## config.mk

```make
export PLATFORM = sky130hd
export DESIGN_NAME = acc_alu
export DESIGN_NICKNAME = d
export VERILOG_FILES = /design/src/rtl/acc_alu_pkg.sv /design/src/rtl/acc_adder.sv /design/src/rtl/acc_bitops.sv /design/src/rtl/acc_decadj.sv /design/src/rtl/acc_alu.sv
export SDC_FILE = /design/constraint.sdc
export NUM_CORES = 1
export LEC_CHECK = 0
export ABC_AREA = 1
export BUFFER_PORTS_ARGS = -buffer_cell sky130_fd_sc_hd__buf_2
export CAP_MARGIN = 10
export CORE_MARGIN = 2
export CORE_UTILIZATION = 45
export CTS_BUF_LIST = sky130_fd_sc_hd__clkbuf_16
export DETAILED_ROUTE_END_ITERATION = 10
export PLACE_DENSITY = 0.67
export SYNTH_ARGS = -nofsm -noshare
export SYNTH_HDL_FRONTEND = slang
export SYNTH_SLANG_ARGS = --single-unit
```

## constraint.sdc

```tcl
create_clock -name clk -period 6 [get_ports clk]
set_input_delay 0.3 -clock clk [delete_from_list [all_inputs] [get_ports clk]]
set_output_delay 0.3 -clock clk [all_outputs]
set_load 0.02 [all_outputs]
```

## src/rtl/acc_alu_pkg.sv

```systemverilog
package acc_alu_pkg;

    localparam int OP_W = 5;

    typedef enum logic [OP_W-1:0] {
        ALU_ADD    = 5'd0,
        ALU_ADDC   = 5'd1,
        ALU_AND    = 5'd2,
        ALU_OR     = 5'd3,
        ALU_XOR    = 5'd4,
        ALU_CPLA   = 5'd5,
        ALU_CLRA   = 5'd6,
        ALU_INCA   = 5'd7,
        ALU_DECA   = 5'd8,
        ALU_RL     = 5'd9,
        ALU_RLC    = 5'd10,
        ALU_RR     = 5'd11,
        ALU_RRC    = 5'd12,
        ALU_SWAP   = 5'd13,
        ALU_DAA    = 5'd14,
        ALU_XCH    = 5'd15,
        ALU_XCHD   = 5'd16,
        ALU_PORTRD = 5'd17,
        ALU_CLRC   = 5'd18,
        ALU_CPLC   = 5'd19
    } alu_op_e;

    typedef struct packed {
        logic carry;
        logic aux;
    } alu_flags_t;

    function automatic logic is_exchange(input alu_op_e op);
        return (op == ALU_XCH) || (op == ALU_XCHD);
    endfunction

    function automatic logic keeps_flags(input alu_op_e op);
        return (op == ALU_AND) || (op == ALU_OR) || (op == ALU_XOR) ||
               (op == ALU_CPLA) || (op == ALU_CLRA) ||
               (op == ALU_INCA) || (op == ALU_DECA);
    endfunction

    function automatic logic uses_adder(input alu_op_e op);
        return (op == ALU_ADD) || (op == ALU_ADDC) ||
               (op == ALU_INCA) || (op == ALU_DECA);
    endfunction

endpackage

```

## src/rtl/acc_adder.sv

```systemverilog
module acc_adder #(
    parameter int DW = 8
) (
    input  logic [DW-1:0] a,
    input  logic [DW-1:0] b,
    input  logic          cin,
    output logic [DW-1:0] sum,
    output logic          cout,
    output logic          aux
);
    localparam int NW = DW / 2;
    localparam int HW = DW - NW;

    logic [NW:0] lo_sum;
    logic [HW:0] hi_sum;

    always_comb begin
        lo_sum = {1'b0, a[NW-1:0]} + {1'b0, b[NW-1:0]} + {{NW{1'b0}}, cin};
        hi_sum = {1'b0, a[DW-1:NW]} + {1'b0, b[DW-1:NW]} + {{HW{1'b0}}, lo_sum[NW]};
        sum    = {hi_sum[HW-1:0], lo_sum[NW-1:0]};
        cout   = hi_sum[HW];
        aux    = lo_sum[NW];
    end

endmodule

```

## src/rtl/acc_bitops.sv

```systemverilog
module acc_bitops
    import acc_alu_pkg::*;
#(
    parameter int DW = 8
) (
    input  alu_op_e       op,
    input  logic [DW-1:0] a,
    input  logic [DW-1:0] b,
    input  logic          c_in,
    output logic          hit,
    output logic [DW-1:0] res,
    output logic          c_out
);
    localparam int NW = DW / 2;

    always_comb begin
        hit   = 1'b1;
        res   = a;
        c_out = c_in;
        case (op)
            ALU_AND:    res = a & b;
            ALU_OR:     res = a | b;
            ALU_XOR:    res = a ^ b;
            ALU_CPLA:   res = ~a;
            ALU_CLRA:   res = '0;
            ALU_RL:     res = {a[DW-2:0], a[DW-1]};
            ALU_RR:     res = {a[0], a[DW-1:1]};
            ALU_RLC: begin
                res   = {a[DW-2:0], c_in};
                c_out = a[DW-1];
            end
            ALU_RRC: begin
                res   = {c_in, a[DW-1:1]};
                c_out = a[0];
            end
            ALU_SWAP:   res = {a[NW-1:0], a[DW-1:NW]};
            ALU_PORTRD: res = {{(DW-NW){1'b0}}, b[NW-1:0]};
            ALU_CLRC:   c_out = 1'b0;
            ALU_CPLC:   c_out = ~c_in;
            default:    hit = 1'b0;
        endcase
    end

endmodule

```

## src/rtl/acc_decadj.sv

```systemverilog
module acc_decadj #(
    parameter int DW = 8
) (
    input  logic [DW-1:0] a,
    input  logic          c_in,
    input  logic          ac_in,
    output logic [DW-1:0] res,
    output logic          c_out
);
    localparam int NW = DW / 2;

    logic [DW-1:0] lo_corr;
    logic [DW-1:0] hi_corr;
    logic          lo_fix;
    logic          hi_fix;
    logic [DW:0]   step1;

    assign lo_corr = DW'(6);
    assign hi_corr = DW'(6) << NW;

    always_comb begin
        lo_fix = (a[NW-1:0] > NW'(9)) || ac_in;
        step1  = {1'b0, a} + {1'b0, (lo_fix ? lo_corr : '0)};
        hi_fix = (step1[DW-1:NW] > (DW-NW)'(9)) || c_in || step1[DW];
        res    = step1[DW-1:0] + (hi_fix ? hi_corr : '0);
        c_out  = hi_fix;
    end

    // the adjust may set carry but never clears it
    always_comb begin
        if (c_in === 1'b1) begin
            assert_daa_keeps_carry_R6: assert (c_out === 1'b1);
        end
    end

endmodule

```

## src/rtl/acc_alu.sv

```systemverilog
module acc_alu
    import acc_alu_pkg::*;
#(
    parameter int DATA_W = 8
) (
    input  logic              clk,
    input  logic              rst,
    input  logic [OP_W-1:0]   op_i,
    input  logic [DATA_W-1:0] acc_i,
    input  logic [DATA_W-1:0] opnd_i,
    input  logic              c_i,
    input  logic              ac_i,
    output logic [DATA_W-1:0] acc_o,
    output logic              c_o,
    output logic              ac_o,
    output logic [DATA_W-1:0] wb_o
);
    localparam int NW = DATA_W / 2;

    alu_op_e       op;
    logic [DATA_W-1:0] add_b;
    logic          add_cin;
    logic [DATA_W-1:0] add_sum;
    logic          add_cout;
    logic          add_aux;
    logic          bl_hit;
    logic [DATA_W-1:0] bl_res;
    logic          bl_c;
    logic [DATA_W-1:0] da_res;
    logic          da_c;

    logic [DATA_W-1:0] nxt_acc;
    logic [DATA_W-1:0] nxt_wb;
    alu_flags_t    nxt_flg;

    assign op = alu_op_e'(op_i);

    // one shared adder serves add, add-with-carry, increment and decrement
    always_comb begin
        add_b   = opnd_i;
        add_cin = 1'b0;
        case (op)
            ALU_ADDC: add_cin = c_i;
            ALU_INCA: begin
                add_b   = '0;
                add_cin = 1'b1;
            end
            ALU_DECA: add_b = '1;
            default: ;
        endcase
    end

    acc_adder #(.DW(DATA_W)) u_adder (
        .a    (acc_i),
        .b    (add_b),
        .cin  (add_cin),
        .sum  (add_sum),
        .cout (add_cout),
        .aux  (add_aux)
    );

    acc_bitops #(.DW(DATA_W)) u_bitops (
        .op    (op),
        .a     (acc_i),
        .b     (opnd_i),
        .c_in  (c_i),
        .hit   (bl_hit),
        .res   (bl_res),
        .c_out (bl_c)
    );

    acc_decadj #(.DW(DATA_W)) u_decadj (
        .a     (acc_i),
        .c_in  (c_i),
        .ac_in (ac_i),
        .res   (da_res),
        .c_out (da_c)
    );

    always_comb begin
        nxt_acc = acc_i;
        nxt_wb  = opnd_i;
        nxt_flg = '{carry: c_i, aux: ac_i};
        case (op)
            ALU_ADD, ALU_ADDC: begin
                nxt_acc = add_sum;
                nxt_flg = '{carry: add_cout, aux: add_aux};
            end
            ALU_INCA, ALU_DECA: nxt_acc = add_sum;
            ALU_DAA: begin
                nxt_acc       = da_res;
                nxt_flg.carry = da_c;
            end
            ALU_XCH: begin
                nxt_acc = opnd_i;
                nxt_wb  = acc_i;
            end
            ALU_XCHD: begin
                nxt_acc = {acc_i[DATA_W-1:NW], opnd_i[NW-1:0]};
                nxt_wb  = {opnd_i[DATA_W-1:NW], acc_i[NW-1:0]};
            end
            default: begin
                if (bl_hit) begin
                    nxt_acc       = bl_res;
                    nxt_flg.carry = bl_c;
                end
            end
        endcase
    end

    always_ff @(posedge clk) begin
        if (rst) begin
            acc_o <= '0;
            c_o   <= 1'b0;
            ac_o  <= 1'b0;
            wb_o  <= '0;
        end else begin
            acc_o <= nxt_acc;
            c_o   <= nxt_flg.carry;
            ac_o  <= nxt_flg.aux;
            wb_o  <= nxt_wb;
        end
    end

    // ---------------- assertions ----------------
    assert_reset_clears_R1: assert property (@(posedge clk)
        rst |=> (acc_o == '0 && !c_o && !ac_o && wb_o == '0));

    assert_flags_kept_R3: assert property (@(posedge clk) disable iff (rst)
        keeps_flags(op) |=> (c_o == $past(c_i) && ac_o == $past(ac_i)));

    assert_clear_gives_zero_R3: assert property (@(posedge clk) disable iff (rst)
        (op == ALU_CLRA) |=> (acc_o == '0));

    assert_plain_rotate_keeps_c_R4: assert property (@(posedge clk) disable iff (rst)
        (op == ALU_RL || op == ALU_RR) |=> (c_o == $past(c_i)));

    assert_port_upper_zero_R8: assert property (@(posedge clk) disable iff (rst)
        (op == ALU_PORTRD) |=> (acc_o[DATA_W-1:NW] == '0));

    assert_wb_passthrough_R11: assert property (@(posedge clk) disable iff (rst)
        !is_exchange(op) |=> (wb_o == $past(opnd_i)));

    assert_unassigned_hold_R10: assert property (@(posedge clk) disable iff (rst)
        (op_i > OP_W'(19)) |=> (acc_o == $past(acc_i) && c_o == $past(c_i) &&
                                ac_o == $past(ac_i)));

endmodule

```

; Word level (Yosys, flattened, before mapping)
; Cells that the tools add are included.
[op_classes]
add_sub_neg = 6
order_cmp = 2
n_eq_ne = 19
n_mux = 13
n_bitwise = 5
reduce_logical = 8
[ops]
columns = op, count
row1 = $pmux 8 s11, 1
row2 = $eq 5x4->1 const B, 8
row3 = $pmux 8 s2, 2
row4 = $pmux 8 s4, 1
row5 = $eq 5x3->1 const B, 4
row6 = $eq 5x5->1 const B, 4
row7 = $reduce_or 13->1, 1
row8 = $add 4x4->5, 2
row9 = $add 5x1->5, 2
row10 = $eq 5x2->1 const B, 2
row11 = $add 8x8->9, 1
row12 = $add 8x8->8, 1
row13 = $and 8x8->8, 1
row14 = $gt 4x4->1 const B, 2
row15 = $mux 8, 1
row16 = $not 8->8, 1
row17 = $or 8x8->8, 1
row18 = $reduce_or 4->1, 2
row19 = $xor 8x8->8, 1
row20 = $mux 7, 1
row21 = $eq 5x1->1 const B, 1
row22 = $logic_not 5->1, 1
row23 = $pmux 1 s4, 1
row24 = $logic_or 1x1->1, 3
row25 = 6 further kinds, 8
[totals]
register_bits = 18
output_inout_bits = 18

; Depth between registers and ports, before layout
; Gate-level depths: netlist (run 1).
[logic_depth]
depth_word = 10
depth_mapped = 22
mapped_depth_nobuf = 21

; By module
; A second synthesis (run 1) with hierarchy kept.
[hier_totals]
hier_cells = 518
area_unflattened_um2 = 3009.1
[modules_own_cells]
columns = mod, n_inst, cells_per_inst, area_each_um2, seq_area_each_um2
row1 = acc_alu, 1, 213, 1281.2, 360.3
row2 = acc_bitops, 1, 223, 1151.1, 0.0
row3 = acc_adder, 1, 40, 292.8, 0.0
row4 = acc_decadj, 1, 42, 284.0, 0.0

; Worst setup path before layout (run 1)
; Ideal clock, no wire load.
[synth_timing]
path_kind = in2reg
from = input op_i[4]
to = register acc_o[6]
setup_ns = 0.132
arrival_time_ns = 3.294
required_time_ns = 5.868
setup_slack_ns = 2.574
cell_stages = 21
n_path_buf = 1
cell_sequence = buf_4 inv_2 nand2_1 nor2_1 nand2_1 inv_1 a21oi_1 fa_1 fa_1 nand2_1 nand2_1 a21o_1 fa_1 inv_1 fa_1 inv_1 or2_2 nand3_1 nand3b_1 inv_1 a21oi_1
[synth_via]
elab_chain_cells = 6
elab_cells_between_ends = 32
cone_classes = 4 x add/sub / 19 x eq/ne / 6 x mux / 3 x reduce/logical
[synth_rtl]
columns = item, line_no
row1 = start: declaration, acc_alu.sv:8  ; input logic [OP_W-1:0] op_i,
row2 = $eq 5x4->1 or $eq 5x3->1 (tied branches), "acc_alu.sv:42, acc_alu.sv:84"
row3 = $pmux 8 s2, acc_alu.sv:42  ; case (op)
row4 = $add 4x4->5, acc_adder.sv:18  ; lo_sum = {1'b0, a[NW-1:0]} + {1'b0, b[NW-1:0]} + {{NW{1'b0}}, cin};
row5 = $add 5x1->5, acc_adder.sv:18
row6 = $add 5x1->5, acc_adder.sv:19  ; hi_sum = {1'b0, a[DW-1:NW]} + {1'b0, b[DW-1:NW]} + {{HW{1'b0}}, lo_sum[NW]};
row7 = $pmux 8 s4 (*), acc_alu.sv:84  ; case (op)
row8 = end signal: assignment, acc_alu.sv:118  ; acc_o <= nxt_acc;
row9 = end: declaration, acc_alu.sv:13  ; output logic [DATA_W-1:0] acc_o,
; Every way passes the cells marked *; elsewhere a longest branch is shown, timed or not.
; A chain may end at the register's enable or synchronous reset.

; Worst setup path after layout (run 1)
; Same ends and word-level chain as after synthesis.

==> results.md, run 1 <==
Global routing
- **wire length of the first global-routing pass** 13.83 mm
- **global-route track usage on met1** 0.3538
- **all-layer global routing usage** 0.2774
- **largest net degree at the start of global routing** 14
- **Most Used Layer, Global Route** met2
- **GR Layer Usage met3** 0.03820
- **initial antenna violation count** 0
- **met2 usage in global routing** 0.4725
- **number of global-route vias before repair** 2797
- **final global-route overflow total** 0

Detailed routing
- **Via Count** 2905
- **Iteration-0 DRC Markers** 251
- **average via count per standard cell** 5.370
- **Routed Wire Length** 8.400 mm
- **Post-route DRC** 0
- **WL/cell** 15.53 um
- **length of the first detailed-routing pass in iterations** 5
- **residual antenna-violating net count after detailed routing** 0

Timing
- **slew of the pin with the lowest slew margin** 460.7 ps
- **final critical path time including I/O delays and setup** 3720 ps
- **unrepaired setup endpoints after global routing** no
- **max-slew headroom at the worst pin** 0.6925
- **Max Fclk** 268.8 MHz
- **setup TNS** 0 ps
- **total of endpoints with negative setup slack in the final report** 0
- **Final Hold Vio Count** 0
- **part of the cycle the worst path needs** 0.6200
- **Slew Limit Fails** 0

Clock network
- **# clock sinks** 18
- **TritonCTS Buffers** 3
- **cells resized by post-CTS repair** 0
- **Clk Tree Root Cell** sky130_fd_sc_hd__clkbuf_16
- **H-tree levels** 1
- **setup repair bufs after CTS** 0
- **clock tree from TritonCTS** built
- **clock slew at reported path FFs** 60 ps
- **CTS Buffer Depth** 2
- **number of hold buffers added after cts** 0

Finish
- **commonest cells after routing, fill and taps aside** 124 x sky130_fd_sc_hd__nand2_1, 58 x sky130_fd_sc_hd__inv_1, 53 x sky130_fd_sc_hd__nand3_1
- **post-synthesis to final-layout area growth** 12.51%
- **final-stage net count** 526
- **most common cell after layout, fill and taps aside** sky130_fd_sc_hd__nand2_1
- **area of the multi-input gates** 1947 um^2
- **fill cell count** 596
- **ratio of cells with drive above 1 in the final layout** 0.1706
- **FF/Latch Area** 360.3 um^2
- **antenna cell count** 0
- **Cell Count, Final, Fillers Out** 541

Hold path
- **source of the worst hold timing path** ac_i
- **HP Class** primary input to register
- **count of cells along the worst hold path** 3
- **WHS Endpoint** ac_o$_SDFF_PP0_

Critical path
- **Slowest cell on crit path** sky130_fd_sc_hd__fa_1
- **critical path data required time** 6130 ps
- **Worst path max stage delay** 430 ps
- **endpoint kind of the worst setup timing path** register
- **Critical Path Start Type** primary input
- **data arrival time of the worst path** 3850 ps
- **CP Cell Sequence** buf_2, inv_2, nand2_1, nor2_1, nand2_1, inv_1, a21oi_1, fa_1, fa_1, nand2_1, nand2_1, a21o_1, fa_1, inv_1, fa_1, inv_1, or2_2, nand3_1, nand3b_1, inv_1, a21oi_1
- **type of the worst setup path** primary input to register
- **worst-path fanout max** 11

Yosys
- **count of flip-flops with a built-in enable after synthesis** 0
- **number of distinct standard cells referenced by the synthesized netlist** 33
- **Netlist Area Pre-Place** 2611 um^2
- **post-synthesis net count** 486
- **average footprint of a synthesized cell** 6.073 um^2
- **proportion of synthesized chip area in sequential cells** 0.1380
- **most used flip-flop cell after synthesis** sky130_fd_sc_hd__dfxtp_1
- **number of flip-flops and latches in the synthesized netlist** 18
- **asr flop ratio synth** 0
- **number of warnings printed during yosys synthesis** 0
- **Post-Synthesis Cells** 430

Place
- **# placed instances** 537
- **final weighted congestion in routability-driven placement** 0.9488
- **port bufs** 42
- **Detail Placement HPWL** 6.512 mm

Power
- **power density over the cells** 155.6 nW/um^2
- **Peak VDD IR** 0.1342 mV
- **static leakage** 1.602 nW
- **overall power consumption** 457.1 uW

Die
- **Starting Density** 0.4713
- **Die Span Y** 80.18 um
- **overall die area** 6428 um^2
- **Core ar.** 5540 um^2
- **Row Count** 27
- **chip width** 80.18 um
- **top-level I/O count** 43

Run
- **Max-Cap Viols** 0

Outcome
- **outcome** finished clean

-- cell families after synthesis --
kind of cell	count (synthesis)	synth area share
fa+ha+maj	31	0.1658
xor+xnor	2	0.006709
buf+inv	74	0.1164
simple gates	244	0.4495
flops	18	0.1380
compound gates	61	0.1236
-- Yosys cell counts (all sizes together), types with 2 or more instances --
cell	count	area share
dfxtp	18	0.14
nand2	131	0.20
fa	6	0.046
o22ai	4	0.0096
nor2	44	0.11
nand3	55	0.11
nand4	7	0.017
o21ai	15	0.029
inv	67	0.096
nor3	2	0.0038
a21oi	37	0.071
ha	25	0.12
buf	6	0.019
or2	4	0.0096
o211ai	2	0.0057
-- layer usage --
metal	vias to the layer above	wire length, um
met1	1276	3508
met2	140	3938
met4	0	272
met3	24	681
li1	1465	-
met5	-	0
-- where the power goes --
group	internal, mW	switching, mW
clock network	0.0888	0.0513
registers	0.130	0.00224
logic	0.0600	0.124
-- critical path: cells and delay by family --
family / cells / cell delay (ps)
AND/OR/NAND/NOR: 8 / 1060
adder cells (fa/ha/maj): 4 / 1380
AO/OA/AOI/OAI: 3 / 310
buffers and inverters: 6 / 780
-- worst max path at each step --
stage                     startpoint                  end  slack [ps]
after global placement       op_i[4]  acc_o[6]$_SDFF_PP0_        2200
after CTS                    op_i[4]  acc_o[6]$_SDFF_PP0_        2300
after floorplan              op_i[4]  acc_o[6]$_SDFF_PP0_        2570
final                        op_i[4]  acc_o[6]$_SDFF_PP0_        2280
after detailed placement     op_i[4]  acc_o[6]$_SDFF_PP0_        2050
after global routing         op_i[4]  acc_o[6]$_SDFF_PP0_        1910
-- flip-flops by register name (all words and copies together) (netlist names) --
signal,count
c_o,1
wb_o,8
acc_o,8
ac_o,1
-- final cells by class --
class,count,share of cell area
Clock buffer,3,0.02555
Sequential cell,18,0.1227
Inverter,67,0.08560
Clock inverter,1,0.001278
Timing Repair Buffer,42,0.07155
Tap cell,72,0.03066
Multi-Input combinational cell,338,0.6627
-- stage by stage --
stage	hold slack (ps)	cell area (um^2)	util	setup WS, ps
2_1_floorplan	449.0	2611	-	2574
5_1_grt	336.1	2938	0.5303	1906
4_1_cts	323.3	2938	0.5303	2296
3_3_place_gp	588.2	2859	0.5160	2200
3_5_place_dp	593.7	2859	0.5160	2055
6_report	322.9	2938	0.5303	2280
Power figures use the tool's default switching activity.
==> inputs of run 2 (changes only) <==
Clock period 6 ns to 3.8 ns, I/O delays scaled along.
==> run 2 against run 1 <==
Effect of this change: global-route usage fell by 0.16 points; die area did not move; routed wire length fell by 0.14%; combinational power up 59%; sequential power rose by 58%; hold slack worse by 110 ps; first-iteration DRC count is 28% lower; clock power rose by 64%; sequential share of layout area shrank 0.093 points; critical path depth decreased by 1; setup slack got worse by 1700 ps; largest cell class unchanged; highest routed layer unchanged.
==> results.md, run 2 (synthesis results as in run 1) <==
Finish
- **antenna cell count** 0, unchanged
- **fill cell count** 587, -1.5%
- **ratio of cells with drive above 1 in the final layout** 0.1758, +0.005272
- **most common cell after layout, fill and taps aside** sky130_fd_sc_hd__nand2_1
- **post-route core utilization** 0.5343, +0.004065
- **commonest cells after routing, fill and taps aside** 124 x sky130_fd_sc_hd__nand2_1, 58 x sky130_fd_sc_hd__inv_1, 53 x sky130_fd_sc_hd__nand3_1
- **final-stage net count** 529, +0.57%
- **largest registers in the final layout** acc_o (8), wb_o (8)
- **post-synthesis to final-layout area growth** 13.37%

Detailed routing
- **average via count per standard cell** 5.344, -0.48%
- **Routed Wire Length** 8.388 mm, -0.14%
- **length of the first detailed-routing pass in iterations** 5, unchanged
- **Via Count** 2907, +0.069%
- **Post-route DRC** 0, unchanged
- **residual antenna-violating net count after detailed routing** 0, unchanged
- **Iteration-0 DRC Markers** 180, -28%
- **WL/cell** 15.42 um, -0.69%

Power
- **static leakage** 1.617 nW, +0.94%
- **share of total power in combinational logic** 0.400, -0.003
- **Peak VDD IR** 0.2267 mV, +69%
- **internal power contribution** 443.1 uW, +59%
- **switching portion of total power** 0.3941, +0.005238
- **switching power** 288.3 uW, +62%
- **power density over the cells** 247.1 nW/um^2, +59%
- **Clk network pwr share** 0.313, +0.006
- **Seq pwr share** 0.286, -0.004

Clock network
- **setup repair bufs after CTS** 0, unchanged
- **Clk Tree Root Cell** sky130_fd_sc_hd__clkbuf_16
- **cells resized by post-CTS repair** 0, unchanged
- **CTS Buffer Depth** 2, unchanged
- **TritonCTS Buffers** 3, unchanged
- **H-tree levels** 1, unchanged
- **number of hold buffers added after cts** 0, unchanged
- **# clock sinks** 18, unchanged
- **clock tree from TritonCTS** built
- **clock slew at reported path FFs** 60 ps, about the same

Global routing
- **final global-route overflow total** 0, unchanged
- **all-layer global routing usage** 0.2758, -0.001580
- **largest net degree at the start of global routing** 14, unchanged
- **wire length of the first global-routing pass** 13.61 mm, -1.6%
- **initial antenna violation count** 0, unchanged
- **number of global-route vias before repair** 2750, -1.7%

Critical path
- **Slowest cell on crit path** sky130_fd_sc_hd__fa_1
- **Worst path max stage delay** 430 ps, about the same
- **worst-path fanout max** 7, -4
- **endpoint kind of the worst setup timing path** register
- **critical path data required time** 3940 ps, -2190 ps
- **CP Cell Sequence** buf_2, nand2_1, nor2_1, nand2_1, inv_1, a21oi_1, fa_1, fa_1, nand2_1, nand2_1, a21o_1, fa_1, inv_1, fa_1, inv_1, or2_2, nand3_1, nand3b_1, inv_1, a21oi_1
- **type of the worst setup path** primary input to register
- **data arrival time of the worst path** 3400 ps, -450 ps
- **Critical Path Start Type** primary input

Timing
- **slew of the pin with the lowest slew margin** 457.1 ps, -3.613 ps
- **total of endpoints with negative setup slack in the final report** 0, unchanged
- **unrepaired setup endpoints after global routing** no
- **Max Fclk** 306.7 MHz
- **Final Hold Vio Count** 0, unchanged
- **Slew Limit Fails** 0, unchanged
- **max-slew headroom at the worst pin** 0.6949, +0.002411
- **final critical path time including I/O delays and setup** 3260 ps
- **part of the cycle the worst path needs** 0.8579
- **setup TNS** 0 ps, unchanged
- **worst setup margin** 539.9 ps, -1740 ps

Hold path
- **source of the worst hold timing path** ac_i
- **WHS Endpoint** ac_o$_SDFF_PP0_
- **count of cells along the worst hold path** 3, unchanged
- **HP Class** primary input to register

Place
- **pre-CTS setup slack** 284.4 ps, -1771 ps
- **final weighted congestion in routability-driven placement** 0.9599, +1.2%
- **Detail Placement HPWL** 6.495 mm, -0.27%
- **port bufs** 42, unchanged

Die
- **Core ar.** 5540 um^2, unchanged
- **overall die area** 6428 um^2, unchanged
- **chip width** 80.18 um, unchanged
- **Die Span Y** 80.18 um, unchanged
- **Starting Density** 0.4713, unchanged
- **Row Count** 27, unchanged
- **top-level I/O count** 43, unchanged

Run
- **Max-Cap Viols** 0, unchanged

Outcome
- **outcome** finished clean

run 2: cell count changes in the layout (fill, tap and decap cells not counted), sizes merged:
| cell | before | now |
|---|---|---|
| buf | 42 | 45 |
run 2: power groups by stage:
stage                     registers (mW)  clock network [mW]  logic (mW)
final                              0.210               0.229       0.293
after global routing               0.211               0.236       0.328
after floorplan                    0.237                   0       0.175
after CTS                          0.210               0.229       0.290
after detailed placement           0.214                   0       0.288
after global placement             0.213                   0       0.286
run 2: worst max path at each step:
stage	endpoint	cells after the start	start
floorplan	acc_o[6]$_SDFF_PP0_	21	op_i[4]
global placement	acc_o[6]$_SDFF_PP0_	20	op_i[2]
detailed placement	acc_o[6]$_SDFF_PP0_	20	op_i[2]
CTS	acc_o[6]$_SDFF_PP0_	20	op_i[2]
global route	acc_o[5]$_SDFF_PP0_	17	op_i[2]
finish	acc_o[6]$_SDFF_PP0_	20	op_i[2]
run 2: metrics by stage:
stage,area (um^2),hold WS (ps),total power [mW],std cells
3_5_place_dp,2882,488.6,0.5019,540
3_3_place_gp,2882,480.4,0.4998,540
4_1_cts,2960,220.6,0.7284,544
6_report,2960,216.9,0.7314,544
5_1_grt,2960,228.6,0.7761,544
2_1_floorplan,2611,339.0,0.4125,430
run 2: final cells by class:
class,count,area (um^2),share of cell area
flip-flops and latches,18,360.3,0.1217
repair buffers,45,232.7,0.07861
clock inverters,1,3.754,0.001268
clock buffers,3,75.07,0.02536
inverters,67,251.5,0.08495
multi-input cells,338,1947,0.6577
well taps,72,90.09,0.03043
run 2: layer usage:
metal | GRT usage | share of wire | vias up
li1 | - | - | 1473
met1 | 0.3445 | 0.43 | 1289
met2 | 0.4717 | 0.47 | 121
met3 | 0.03933 | 0.070 | 24
met4 | 0.1153 | 0.029 | 0
met5 | 0 | 0 | -
run 2: critical path: cells and delay by family:
family	cells	cell delay, ps
fa+ha+maj	4	1380
compound gates	3	290
simple gates	8	1020
buf+inv	5	510
==> inputs of run 3 (changes only) <==
Settings changed: CORE_ASPECT_RATIO from default to 1.25, MAX_ROUTING_LAYER from default to met4.
==> run 3 against run 2 <==
Effect of this change: first-iteration DRC count grew 69%; setup slack got worse by 44 ps; flip-flop and latch count is the same; routed wire length is 0.86% higher; global-route usage grew 0.76 points; die area about the same; combinational power hardly changed; via count fell by 1.1%; critical path type unchanged.
==> results.md, run 3 (synthesis results as in run 1) <==
Place
- **# placed instances** 534, -1.1%
- **port bufs** 42, unchanged
- **pre-CTS setup slack** 248.3 ps, -36.10 ps
- **Detail Placement HPWL** 6.648 mm, +2.4%
- **final weighted congestion in routability-driven placement** 0.9728, +1.3%

Timing
- **total of endpoints with negative setup slack in the final report** 0, unchanged
- **Max Fclk** 302.7 MHz, -1.3%
- **part of the cycle the worst path needs** 0.8695, +0.01154
- **Slew Limit Fails** 0, unchanged
- **worst setup margin** 496.1 ps, -43.84 ps
- **max-slew headroom at the worst pin** 0.6947, about the same
- **final critical path time including I/O delays and setup** 3304 ps, +43.84 ps
- **unrepaired setup endpoints after global routing** no
- **slew of the pin with the lowest slew margin** 457.5 ps, +0.4084 ps
- **Final Hold Vio Count** 0, unchanged
- **setup TNS** 0 ps, unchanged

Die
- **chip width** 72.14 um, -10%
- **Starting Density** 0.4580, -0.01334
- **overall die area** 6432 um^2, about the same
- **Row Count** 31, +15%
- **top-level I/O count** 43, unchanged
- **Core ar.** 5702 um^2, +2.9%
- **Die Span Y** 89.17 um, +11%

Critical path
- **data arrival time of the worst path** 3450 ps, +50 ps
- **worst-path fanout max** 7, unchanged
- **critical path data required time** 3940 ps, about the same
- **Slowest cell on crit path** sky130_fd_sc_hd__fa_1
- **CP Launch Point** op_i[2]
- **capture point of the critical path** acc_o[6]$_SDFF_PP0_
- **Critical Path Start Type** primary input
- **CP Cell Sequence** buf_2, nand2_1, nor2_1, nand2_1, inv_1, a21oi_1, fa_1, fa_1, nand2_1, nand2_1, a21o_1, fa_1, inv_1, fa_1, inv_1, or2_2, nand3_1, nand3b_1, inv_1, a21oi_1
- **type of the worst setup path** primary input to register
- **endpoint kind of the worst setup timing path** register
- **Worst path max stage delay** 460 ps, +30 ps

Global routing
- **initial antenna violation count** 0, unchanged
- **largest net degree at the start of global routing** 14, unchanged
- **number of global-route vias before repair** 2656, -3.4%
- **wire length of the first global-routing pass** 13.46 mm, -1.1%
- **final global-route overflow total** 0, unchanged
- **all-layer global routing usage** 0.2834, +0.007588

Power
- **static leakage** 1.617 nW, unchanged
- **Peak VDD IR** 0.1405 mV, -38%
- **power density over the cells** 245.9 nW/um^2, -0.47%

Finish
- **post-route core utilization** 0.5179, -0.01644
- **most common cell after layout, fill and taps aside** sky130_fd_sc_hd__nand2_1
- **post-synthesis to final-layout area growth** 13.08%
- **final-stage net count** 529, unchanged
- **Cell Count, Final, Fillers Out** 538, -1.1%
- **largest registers in the final layout** acc_o (8), wb_o (8)
- **fill cell count** 613, +4.4%
- **ratio of cells with drive above 1 in the final layout** 0.1758, unchanged
- **commonest cells after routing, fill and taps aside** 124 x sky130_fd_sc_hd__nand2_1, 58 x sky130_fd_sc_hd__inv_1, 53 x sky130_fd_sc_hd__nand3_1
- **antenna cell count** 0, unchanged

Clock network
- **clock tree from TritonCTS** built
- **number of hold buffers added after cts** 0, unchanged
- **clock slew at reported path FFs** 60 ps, about the same
- **# clock sinks** 18, unchanged
- **CTS Buffer Depth** 2, unchanged
- **cells resized by post-CTS repair** 0, unchanged
- **TritonCTS Buffers** 3, unchanged
- **H-tree levels** 1, unchanged
- **Clk Tree Root Cell** sky130_fd_sc_hd__clkbuf_16
- **setup repair bufs after CTS** 0, unchanged

Detailed routing
- **Via Count** 2874, -1.1%
- **Routed Wire Length** 8.460 mm, +0.86%
- **Post-route DRC** 0, unchanged
- **residual antenna-violating net count after detailed routing** 0, unchanged
- **length of the first detailed-routing pass in iterations** 5, unchanged
- **average via count per standard cell** 5.342, about the same
- **Iteration-0 DRC Markers** 304, +69%
- **WL/cell** 15.72 um, +2.0%

Run
- **Max-Cap Viols** 0, unchanged

Outcome
- **outcome** finished clean

Hold path
- **HP Class** primary input to register

==> run 3: cell counts in the layout (fill, tap and decap cells not counted) <==
Identical to the previous run, type by type.
==> run 3: metrics by stage <==
stage          hold slack (ps)  area, um^2  power (mW)
2_1_floorplan            339.0        2611      0.4125
3_3_place_gp             473.5        2874      0.5004
3_5_place_dp             476.8        2874      0.5037
4_1_cts                  208.4        2953      0.7267
5_1_grt                  227.7        2953      0.7713
6_report                 214.2        2953      0.7261
==> run 3: worst min path at each step <==
stage / depth (start not counted) / end / startpoint
after floorplan: 2 / ac_o$_SDFF_PP0_ / ac_i
after detailed placement: 3 / ac_o$_SDFF_PP0_ / ac_i
after CTS: 3 / ac_o$_SDFF_PP0_ / ac_i
after global placement: 3 / ac_o$_SDFF_PP0_ / ac_i
after global routing: 3 / ac_o$_SDFF_PP0_ / ac_i
final: 3 / ac_o$_SDFF_PP0_ / ac_i
==> run 3: final cells by class <==
cell class,count,area (um^2),share of cell area
inverters,67,251.5,0.08517
well taps,66,82.58,0.02797
multi-input cells,338,1947,0.6593
repair buffers,45,232.7,0.07881
clock buffers,3,75.07,0.02542
clock inverters,1,3.754,0.001271
flip-flops and latches,18,360.3,0.1220
==> run 3: critical path, delay by kind of cell <==
| kind | cells | cell delay (ps) |
|---|---|---|
| simple gates | 8 | 1050 |
| compound gates | 3 | 290 |
| fa+ha+maj | 4 | 1390 |
| buf+inv | 5 | 510 |
==> run 3: power breakdown <==
part	switching (mW)	total, mW	leakage (nW)	internal, mW
logic	0.197	0.293	1.43	0.0968
clock network	0.0827	0.223	0.0385	0.140
registers	0.00344	0.210	0.150	0.206
==> run 3: routing by layer <==
metal / track usage / part of all wire / vias to the layer above
met5: - / 0 / -
met3: 0.01804 / 0.044 / 17
li1: - / - / 1464
met2: 0.4687 / 0.48 / 93
met1: 0.3629 / 0.45 / 1300
met4: 0.1063 / 0.027 / 0
